--- src/rtl/rgb18_pkg.sv ---
package rgb18_pkg;
  typedef enum logic [1:0] {PH_IDLE, PH_HDR, PH_PIX} phase_e;

  typedef struct packed {
    logic load;
    logic hdrStep;
    logic pixStep;
  } strobe_t;
endpackage

--- src/rtl/rgb18_datapath.sv ---
module rgb18_datapath
  import rgb18_pkg::*;
#(
  parameter int ADDR_W   = 16,
  parameter int COORD_W  = 8,
  parameter int MAX_PIX  = 160,
  parameter int ROW_SPAN = 132,
  parameter logic [7:0] CMD_ROW  = 8'h75,
  parameter logic [7:0] CMD_COL  = 8'h15,
  parameter logic [7:0] CMD_WRAM = 8'h5C
) (
  input  logic               clk,
  input  logic               rstN,
  input  strobe_t            strobe,
  input  phase_e             phase,
  input  logic               flip,
  input  logic [COORD_W-1:0] panelHeight,
  input  logic [COORD_W-1:0] colStart,
  input  logic [COORD_W-1:0] colEnd,
  input  logic [COORD_W-1:0] rowStart,
  input  logic [COORD_W-1:0] rowEnd,
  input  logic [ADDR_W-1:0]  srcBase,
  input  logic [ADDR_W-1:0]  srcStride,
  input  logic [7:0]         srcData,
  output logic [ADDR_W-1:0]  srcAddr,
  output logic [7:0]         outByte,
  output logic               outDc,
  output logic               hdrLast,
  output logic               finalByte
);
  localparam int PIX_W   = $clog2(MAX_PIX);
  localparam int HDR_LEN = 7;
  localparam int HDR_W   = $clog2(HDR_LEN);

  logic [COORD_W-1:0] colS, colE, rowS, rowE, rowLeft, rowOffset;
  logic [PIX_W-1:0]   pixIdx, pixLast;
  logic [1:0]         chan;
  logic [HDR_W-1:0]   hdrIdx;
  logic [ADDR_W-1:0]  rowBase, stride;

  assign rowOffset = flip ? (COORD_W'(ROW_SPAN) - panelHeight) : '0;

  always_ff @(posedge clk) begin
    if (!rstN) begin
      colS <= '0; colE <= '0; rowS <= '0; rowE <= '0; rowLeft <= '0;
      pixIdx <= '0; pixLast <= '0; chan <= '0; hdrIdx <= '0;
      rowBase <= '0; stride <= '0;
    end else if (strobe.load) begin
      colS    <= colStart;
      colE    <= colEnd;
      rowS    <= rowStart + rowOffset;
      rowE    <= rowEnd + rowOffset;
      rowLeft <= rowEnd - rowStart;
      pixLast <= PIX_W'(colEnd - colStart);
      pixIdx  <= '0;
      chan    <= '0;
      hdrIdx  <= '0;
      rowBase <= srcBase;
      stride  <= srcStride;
    end else if (strobe.hdrStep) begin
      hdrIdx <= hdrIdx + 1'b1;
    end else if (strobe.pixStep) begin
      if (chan == 2'd2) begin
        chan <= '0;
        if (pixIdx == pixLast) begin
          pixIdx  <= '0;
          rowBase <= rowBase + stride;
          rowLeft <= rowLeft - 1'b1;
        end else begin
          pixIdx <= pixIdx + 1'b1;
        end
      end else begin
        chan <= chan + 1'b1;
      end
    end
  end

  assign srcAddr   = rowBase + ADDR_W'({pixIdx, 2'b00}) + ADDR_W'(chan);
  assign hdrLast   = (hdrIdx == HDR_W'(HDR_LEN - 1));
  assign finalByte = (chan == 2'd2) && (pixIdx == pixLast) && (rowLeft == '0);

  always_comb begin
    outByte = '0;
    outDc   = 1'b0;
    if (phase == PH_PIX) begin
      outByte = {2'b00, srcData[7:2]};
      outDc   = 1'b1;
    end else if (phase == PH_HDR) begin
      outDc = 1'b1;
      case (hdrIdx)
        3'd0: begin outByte = CMD_ROW;  outDc = 1'b0; end
        3'd1: outByte = 8'(rowS);
        3'd2: outByte = 8'(rowE);
        3'd3: begin outByte = CMD_COL;  outDc = 1'b0; end
        3'd4: outByte = 8'(colS);
        3'd5: outByte = 8'(colE);
        default: begin outByte = CMD_WRAM; outDc = 1'b0; end
      endcase
    end
  end
endmodule

--- src/rtl/rgb18_control.sv ---
module rgb18_control
  import rgb18_pkg::*;
#(
  parameter int COORD_W = 8,
  parameter int MAX_PIX = 160
) (
  input  logic               clk,
  input  logic               rstN,
  input  logic               start,
  input  logic               threeWire,
  input  logic [COORD_W-1:0] colStart,
  input  logic [COORD_W-1:0] colEnd,
  input  logic [COORD_W-1:0] rowStart,
  input  logic [COORD_W-1:0] rowEnd,
  input  logic               outReady,
  input  logic               hdrLast,
  input  logic               finalByte,
  output phase_e             phase,
  output strobe_t            strobe,
  output logic               outValid,
  output logic               done,
  output logic               rejected
);
  localparam int SPAN_W = COORD_W + 1;

  logic [SPAN_W-1:0] colSpan;
  logic badReq, xfer;

  assign colSpan  = {1'b0, colEnd} - {1'b0, colStart};
  assign badReq   = threeWire || (colEnd < colStart) || (rowEnd < rowStart) ||
                    (colSpan >= SPAN_W'(MAX_PIX));
  assign outValid = (phase != PH_IDLE);
  assign xfer     = outValid && outReady;

  always_comb begin
    strobe.load    = (phase == PH_IDLE) && start && !badReq;
    strobe.hdrStep = (phase == PH_HDR) && xfer;
    strobe.pixStep = (phase == PH_PIX) && xfer;
  end

  always_ff @(posedge clk) begin
    if (!rstN) begin
      phase    <= PH_IDLE;
      done     <= 1'b0;
      rejected <= 1'b0;
    end else begin
      done     <= 1'b0;
      rejected <= 1'b0;
      case (phase)
        PH_IDLE: if (start) begin
          if (badReq) rejected <= 1'b1;
          else        phase <= PH_HDR;
        end
        PH_HDR: if (xfer && hdrLast) phase <= PH_PIX;
        PH_PIX: if (xfer && finalByte) begin
          phase <= PH_IDLE;
          done  <= 1'b1;
        end
        default: phase <= PH_IDLE;
      endcase
    end
  end
endmodule

--- src/rtl/rgb18_row_streamer.sv ---
module rgb18_row_streamer
  import rgb18_pkg::*;
#(
  parameter int ADDR_W   = 16,
  parameter int COORD_W  = 8,
  parameter int MAX_PIX  = 160,
  parameter int ROW_SPAN = 132,
  parameter logic [7:0] CMD_ROW  = 8'h75,
  parameter logic [7:0] CMD_COL  = 8'h15,
  parameter logic [7:0] CMD_WRAM = 8'h5C
) (
  input  logic               clk,
  input  logic               rstN,
  input  logic               start,
  input  logic               threeWire,
  input  logic               flip,
  input  logic [COORD_W-1:0] panelHeight,
  input  logic [COORD_W-1:0] colStart,
  input  logic [COORD_W-1:0] colEnd,
  input  logic [COORD_W-1:0] rowStart,
  input  logic [COORD_W-1:0] rowEnd,
  input  logic [ADDR_W-1:0]  srcBase,
  input  logic [ADDR_W-1:0]  srcStride,
  output logic [ADDR_W-1:0]  srcAddr,
  input  logic [7:0]         srcData,
  output logic               outValid,
  input  logic               outReady,
  output logic [7:0]         outByte,
  output logic               outDc,
  output logic               done,
  output logic               rejected
);
  phase_e  phase;
  strobe_t strobe;
  logic    hdrLast, finalByte;

  rgb18_control #(.COORD_W(COORD_W), .MAX_PIX(MAX_PIX)) uCtrl (
    .clk(clk), .rstN(rstN), .start(start), .threeWire(threeWire),
    .colStart(colStart), .colEnd(colEnd), .rowStart(rowStart), .rowEnd(rowEnd),
    .outReady(outReady), .hdrLast(hdrLast), .finalByte(finalByte),
    .phase(phase), .strobe(strobe), .outValid(outValid),
    .done(done), .rejected(rejected)
  );

  rgb18_datapath #(
    .ADDR_W(ADDR_W), .COORD_W(COORD_W), .MAX_PIX(MAX_PIX), .ROW_SPAN(ROW_SPAN),
    .CMD_ROW(CMD_ROW), .CMD_COL(CMD_COL), .CMD_WRAM(CMD_WRAM)
  ) uData (
    .clk(clk), .rstN(rstN), .strobe(strobe), .phase(phase), .flip(flip),
    .panelHeight(panelHeight), .colStart(colStart), .colEnd(colEnd),
    .rowStart(rowStart), .rowEnd(rowEnd), .srcBase(srcBase), .srcStride(srcStride),
    .srcData(srcData), .srcAddr(srcAddr), .outByte(outByte), .outDc(outDc),
    .hdrLast(hdrLast), .finalByte(finalByte)
  );
endmodule

--- config.mk ---
export PLATFORM = sky130hd
export DESIGN_NAME = rgb18_row_streamer
export DESIGN_NICKNAME = d
export VERILOG_FILES = /design/src/rtl/rgb18_pkg.sv /design/src/rtl/rgb18_datapath.sv /design/src/rtl/rgb18_control.sv /design/src/rtl/rgb18_row_streamer.sv
export SDC_FILE = /design/constraint.sdc
export NUM_CORES = 1
export LEC_CHECK = 0
export BUFFER_PORTS_ARGS = -buffer_cell sky130_fd_sc_hd__buf_2
export CAP_MARGIN = 20
export CORE_UTILIZATION = 34
export DETAILED_ROUTE_END_ITERATION = 8
export MAX_ROUTING_LAYER = met4
export PLACE_DENSITY = 0.56
export SETUP_SLACK_MARGIN = 0.3
export SYNTH_ARGS = -nofsm -noshare
export SYNTH_HDL_FRONTEND = slang
export SYNTH_SLANG_ARGS = --single-unit
--- constraint.sdc ---
create_clock -name clk -period 2.45 [get_ports clk]
set_input_delay 0.1225 -clock clk [delete_from_list [all_inputs] [get_ports clk]]
set_output_delay 0.1225 -clock clk [all_outputs]
set_load 0.05 [all_outputs]
==> results of run 1 <==
how the worst max path moves through the flow:
stage	cells past startpoint	slack, ps	to	from
after CTS	14	-400	srcAddr[12]	uData.rowBase[0]$_SDFFE_PN0P_
after global placement	12	-80	srcAddr[9]	uData.rowBase[1]$_SDFFE_PN0P_
after detailed placement	15	-120	uData.rowLeft[1]$_SDFFE_PN0P_	colEnd[0]
after global routing	11	-460	srcAddr[15]	uData.chan[1]$_SDFFE_PP0P_
final	11	-340	srcAddr[13]	uData.rowBase[1]$_SDFFE_PN0P_
after floorplan	12	60	srcAddr[10]	uData.chan[0]$_SDFFE_PP0P_
worst max-delay path: cells and delay by family, from the launching register on:
family	cells	cell delay, ps
AO/OA/AOI/OAI	7	1220
AND/OR/NAND/NOR	1	140
flip-flops	1	380
adder cells (fa/ha/maj)	1	200
buffers and inverters	2	360
cells by family (layout without fill, tap and decap cells):
group	Yosys count	count (layout)	share of synthesized area, %
and+or+nand+nor	317	318	21.3
AOI/OAI and AO/OA	240	240	21.5
DFF	97	97	28.4
buffers and inverters	90	280	6.18
adders and majority gates	69	69	13.3
xor gates and xnor gates	67	67	8.57
muxes	5	5	0.786
layout make-up:
class / count / area, sq um / area share (%)
Multi-Input combinational cell: 699 / 5860 / 55.5
Sequential cell: 97 / 1960 / 18.5
Clock inverter: 3 / 40.0 / 0.379
Clock buffer: 12 / 256 / 2.43
Tap cell: 265 / 332 / 3.14
Timing Repair Buffer: 218 / 1930 / 18.2
Inverter: 47 / 194 / 1.83
routing by layer:
layer	wire length [um]	share of wire, %	up-vias	global-route usage [%]
li1	-	-	3463	-
met1	9990	45	3332	24.9
met2	11100	49	157	32.9
met3	889	4.0	24	2.40
met4	425	1.9	0	6.77
met5	0	0	-	-
power groups by stage:
stage / Combinational (W) / Clock [W] / Sequential, W
floorplan: 0.000479 / 0 / 0.00166
finish: 0.000971 / 0.00147 / 0.00163
CTS: 0.000764 / 0.00148 / 0.00163
global route: 0.00105 / 0.00154 / 0.00163
detailed placement: 0.000739 / 0 / 0.00167
global placement: 0.000741 / 0 / 0.00166
per-stage QoR:
stage	hold WS (ps)	util (%)	instance area [sq um]
after floorplan	240	-	7220
after global placement	365	43.1	8450
after detailed placement	371	43.1	8450
after CTS	0.422	46.6	9120
after global routing	8.72	54.0	10600
final	0.913	54.0	10600
synth_stat cells, types with 9 or more instances:
master    instances  share of area [%]
a21o_1           17                1.9
o21a_1            9               0.99
ha_1             63                 12
xor2_1           19                2.4
buf_2            11               0.80
a21oi_1         105                7.7
nor3_1           22                1.6
nand2b_1         10               0.91
inv_1            46                2.5
nor2_1           49                2.7
dfxtp_1          97                 28
nor2b_1          16                1.5
xnor2_1          48                6.1
o21ai_0          35                2.6
nand2_1         149                8.2
a31oi_1          11                1.0
a211oi_1         14                1.5
clkbuf_1         20                1.1
a22oi_1          10                1.1
nand3_1          28                2.0
repair_timing:
| item | 4_1_cts | 5_1_grt |
|---|---|---|
| hold buffers | 1 | 0 |
| cloned | 0 | 14 |
| buffers inserted | 6 | 17 |
| setup endpoints to repair | 41 | 103 |
| pin swaps | 34 | 104 |
| hold endpoints to repair | 1 | 0 |
| gates resized for setup | 85 | 246 |
==> impl_metrics.toml, run 1 <==
[critical_path]
regToRegStartpoint = "uData.rowBase[0]$_SDFFE_PN0P_"
worstSetupPathType = "flip-flop to output port"
cp-end-kind = "output port"
r2r-end = "uData.rowBase[14]$_SDFFE_PN0P_"
ff2ff_setup_slack_ps = 60
crit_arrival_ps = 2670
crit_fanout = 4
cp_data_required_time_ps = 2330
crit_path_cell_trace = "ha_4 -> a21o_1 -> a21oi_2 -> o21ai_2 -> a21oi_2 -> nand2b_4 -> a21boi_2 -> o31a_1 -> buf_12 -> o311ai_4 -> buf_6"
reg2regPathDepth = 14
cpPeakStageDelay_ps = 390
cp_slowest_cell = "o31a_1"
worst_setup_path_start_kind = "flip-flop"
path_common_cell = "a21oi_2"

[clock_network]
clkSlewWorstSetupHoldPaths_ps = 70
ctsRootBufferMaster = "clkbuf_16"
clock_path_buffers = 2
clk_latency_ps = 360
tritoncts = "built"
numCtsBuffers = 9
h-tree-depth = 3
clkSinkCount = 97

[sta]
fin_crit_sh_pct = 114
hold_violations = 0
rsz0062_at_grt = "yes"
skew_ps = 9.64
relSlewSlack_pct = 52.6
fmax_mhz = 358
maxSlewViolCount = 0
setup_viol_count_final = 8
finalWorstSetupSlack_ps = -341
fin_tns_setup_ps = -2470
tightest_slew_ps = 710
fin_crit_ps = 2790

[flow_run]
drv_cap = 0

[yosys]
synth_nets = 1040
synth_ff_type = "dfxtp_1"
ys_seq_elements = 97
avgSynthCellArea_sq_um = 7.74
synth-edff-count = 0
ys_warn_count = 0
synthArstFlopShare_pct = 0
synth_cells = 885
synth_cell_types = 63
syn-cell-area_sq_um = 6850
ys_seq_area_share_pct = 28.4

[power_and_ir_drop]
power_density_nw_per_um2 = 385
p_sw_share_pct = 29.5
seq_power_share_pct = 40.1
p_int_w = 0.00287
clock_power_share_pct = 36.1
combPwrFrac_pct = 23.9
p_leak_nw = 4.58
p_switching_w = 0.00120
worst_ir_drop_vdd_v = 0.000206
p_total_w = 0.00407

[floorplanning]
coreArea_sq_um = 19600
die_h_um = 144
die_x_um = 144
die_area_sq_um = 20700
rows = 51
io_pins = 114
start_util_pct = 34.9

[status]
violations = "negative setup slack"
status = "finished with violations"

[route]
dr.pass1.iters = 6
drc = 0
drt-initial-drc-count = 350
avgRoutedWirePerCell_um = 16.7
ant_nets = 0
route.vias.total = 6976
via_per_inst = 5.20
wl_um = 22400

[placed_design]
gp_congestion = 0.852
port_buffers = 111
pre_cts_ws_ps = -120
hpwl_um = 14900
dp_cells = 1288

[final_layout]
n_antenna_cell = 0
largestRegisters = "uData.rowBase (16), uData.stride (16)"
nets = 1227
finalNonFillerCells = 1341
layout_commonest_cell = "nand2_1"
fill_cells = 1791
mostFrequentLayoutCells = "nand2_1, dfxtp_1, buf_2"
drive_gt1_share_pct = 44.1
area_growth_syn_to_layout_pct = 54.4

[hold_path]
hold_depth = 3
worstHoldStart = "srcStride[8]"
worst_hold_path.endpoint = "uData.stride[8]$_SDFFE_PN0P_"
hold_class = "primary input to flip-flop"

[grt]
gr-total-overflow = 0
antenna_found_initial = 0
gr-usage-all-layers_pct = 19.9
grt_pass1_wl_um = 31400
grt_pass1_vias = 6284
grt_max_degree = 39
No activity file was read; power rests on OpenSTA's default activity.
==> run 2, diff against run 1 <==
CORE_UTILIZATION = 45   (was 34)
PLACE_DENSITY = 0.7   (was 0.56)
SETUP_SLACK_MARGIN = default   (was 0.3)
==> impl_metrics.toml, run 2 (synthesized netlist as in run 1, its figures left out) <==
[final_layout]
drive_gt1_share_pct = 25.7
finalNonFillerCells = 1229
fill_cells = 1355
largestRegisters = "uData.rowBase (16), uData.stride (16)"
nets = 1197
mostFrequentLayoutCells = "nand2_1, a21oi_1, buf_2"
n_antenna_cell = 0
post-route-util_pct = 59.8
area_growth_syn_to_layout_pct = 28.4
layout_commonest_cell = "nand2_1"
final_area_sq_um = 8790

[floorplanning]
rows = 44
io_pins = 114
die_h_um = 125
die_area_sq_um = 15700
start_util_pct = 46.6
die_x_um = 125
coreArea_sq_um = 14700

[sta]
maxSlewViolCount = 0
fin_tns_setup_ps = -2430
tightest_slew_ps = 492
skew_ps = 9.36
fin_crit_ps = 2800
setup_viol_count_final = 9
rsz0062_at_grt = "yes"
finalWorstSetupSlack_ps = -349
relSlewSlack_pct = 67.1
fmax_mhz = 357
hold_violations = 0
fin_crit_sh_pct = 114

[critical_path]
crit_path_cell_trace = "ha_4 -> inv_2 -> fa_2 -> nor2b_2 -> o21ai_2 -> a21boi_2 -> o21ai_2 -> a21boi_2 -> o21ai_1 -> nand2b_1 -> buf_6 -> a2111oi_2 -> nand3b_1 -> buf_6"
startpoint = "uData.rowBase[0]$_SDFFE_PN0P_"
crit_arrival_ps = 2680
cp-end-kind = "output port"
crit_fanout = 4
cpPeakStageDelay_ps = 340
cp_slowest_cell = "dfxtp_2"
worst-path-buf-inv = 3
path_delay_family = "compound AO/OA/AOI/OAI gates"
worst_setup_path_start_kind = "flip-flop"
worstSetupPathType = "flip-flop to output port"
cp_data_required_time_ps = 2330
regToRegStartpoint = "uData.rowBase[0]$_SDFFE_PN0P_"

[route]
drt-met1-wl_um = 8720
ant_nets = 0
wl_um = 18600
drt-initial-drc-count = 381
met2_length_um = 8740
avgRoutedWirePerCell_um = 15.1
dr.pass1.iters = 7
via_per_inst = 5.47
dr_wl_met3_um = 874
drc = 6
dr.max_layer_used = "met4"
route.vias.total = 6726

[power_and_ir_drop]
seq_power_share_pct = 43.3
p_sw_share_pct = 27.3
p_leak_nw = 3.79
combPwrFrac_pct = 19.4
power_density_nw_per_um2 = 428
worst_ir_drop_vdd_v = 0.000366
p_int_w = 0.00274
p_switching_w = 0.00103
clock_power_share_pct = 37.3

[flow_run]
drv_cap = 0

[clock_network]
clkSinkCount = 97
h-tree-depth = 3
numCtsBuffers = 9
clk_latency_ps = 350
tritoncts = "built"
ctsRootBufferMaster = "clkbuf_16"
clkSlewWorstSetupHoldPaths_ps = 70
hold_buffers = 0
clock_path_buffers = 2

[placed_design]
dp_cells = 1207
gp_congestion = 0.858
post_dp_cell_area_sq_um = 8160
hpwl_um = 14200
port_buffers = 111

[hold_path]
hold_class = "primary input to flip-flop"
worstHoldStart = "srcStride[5]"

[status]
violations = "design-rule violations, negative setup slack"
status = "finished with violations"

[grt]
grt_pass1_vias = 6294
antenna_found_initial = 0
gr-usage-all-layers_pct = 24.3
grt_max_degree = 36
grt_pass1_wl_um = 30000
gr-total-overflow = 0
## run 2: cell types whose count changed in the layout (fill, tap and decap cells not counted), sizes merged
cell | previous run | this run
buf | 207 | 187
clkbuf | 22 | 12
and2 | 7 | 6
clkinv | 2 | 3
dlygate4sd3 | 1 | 0
## run 2: timing repair
item / 4_1_cts / 5_1_grt
setup buffers: 7 / 5
pin swaps: 20 / 31
setup endpoints to repair: 20 / 42
gates resized for setup: 44 / 34
## run 2: worst reg2reg max path, cell delays in order, from the launching register on
cell	delay (ps)
dfxtp_2	360
buf_6	110
ha_4	140
inv_4	30
fa_2	380
nor2b_4	150
o31ai_4	100
a21oi_2	170
o21bai_1	100
a31oi_2	220
buf_4	150
xnor2_2	90
nor2_1	60
a31oi_1	150
a21oi_1	80
## run 2: worst paths after layout
| kind | slack, ps | cells after the start | end |
|---|---|---|---|
| max | -350 | 14 | srcAddr[10] |
| min | 4 | 3 | uData.stride[5]$_SDFFE_PN0P_ |
| max reg2reg | 30 | 14 | uData.rowBase[12]$_SDFFE_PN0P_ |
| min reg2reg | 460 | 2 | uData.colS[7]$_SDFFE_PN0P_ |
## run 2: through the flow
| stage | setup WS [ps] | total power [W] | hold slack, ps |
|---|---|---|---|
| detailed placement | -239 | 0.00237 | 371 |
| finish | -349 | 0.00376 | 3.59 |
| CTS | -391 | 0.00378 | 3.33 |
| global placement | -159 | 0.00237 | 363 |
| global route | -493 | 0.00393 | 3.08 |
| floorplan | -126 | 0.00212 | 240 |
## run 2: per-layer routing
metal / vias up / global-route usage, %
li1: 3409 / -
met3: 17 / 3.59
met4: 0 / 6.53
met1: 3138 / 31.7
met2: 162 / 39.3
met5: - / -
## run 2: power groups by stage
stage,combinational [W],sequential [W],clock [W]
4_1_cts,0.000723,0.00163,0.00142
3_5_place_dp,0.000709,0.00166,0
2_1_floorplan,0.000460,0.00166,0
6_report,0.000730,0.00163,0.00140
3_3_place_gp,0.000702,0.00166,0
5_1_grt,0.000800,0.00163,0.00150
## run 2: cell type report
cell class / instances / area [sq um] / area share (%)
Sequential cell: 97 / 1950 / 22.2
Timing Repair Buffer: 189 / 1340 / 15.2
Multi-Input combinational cell: 698 / 4800 / 54.7
Clock buffer: 10 / 239 / 2.72
Clock inverter: 4 / 45.0 / 0.512
Tap cell: 184 / 230 / 2.62
Inverter: 47 / 184 / 2.09
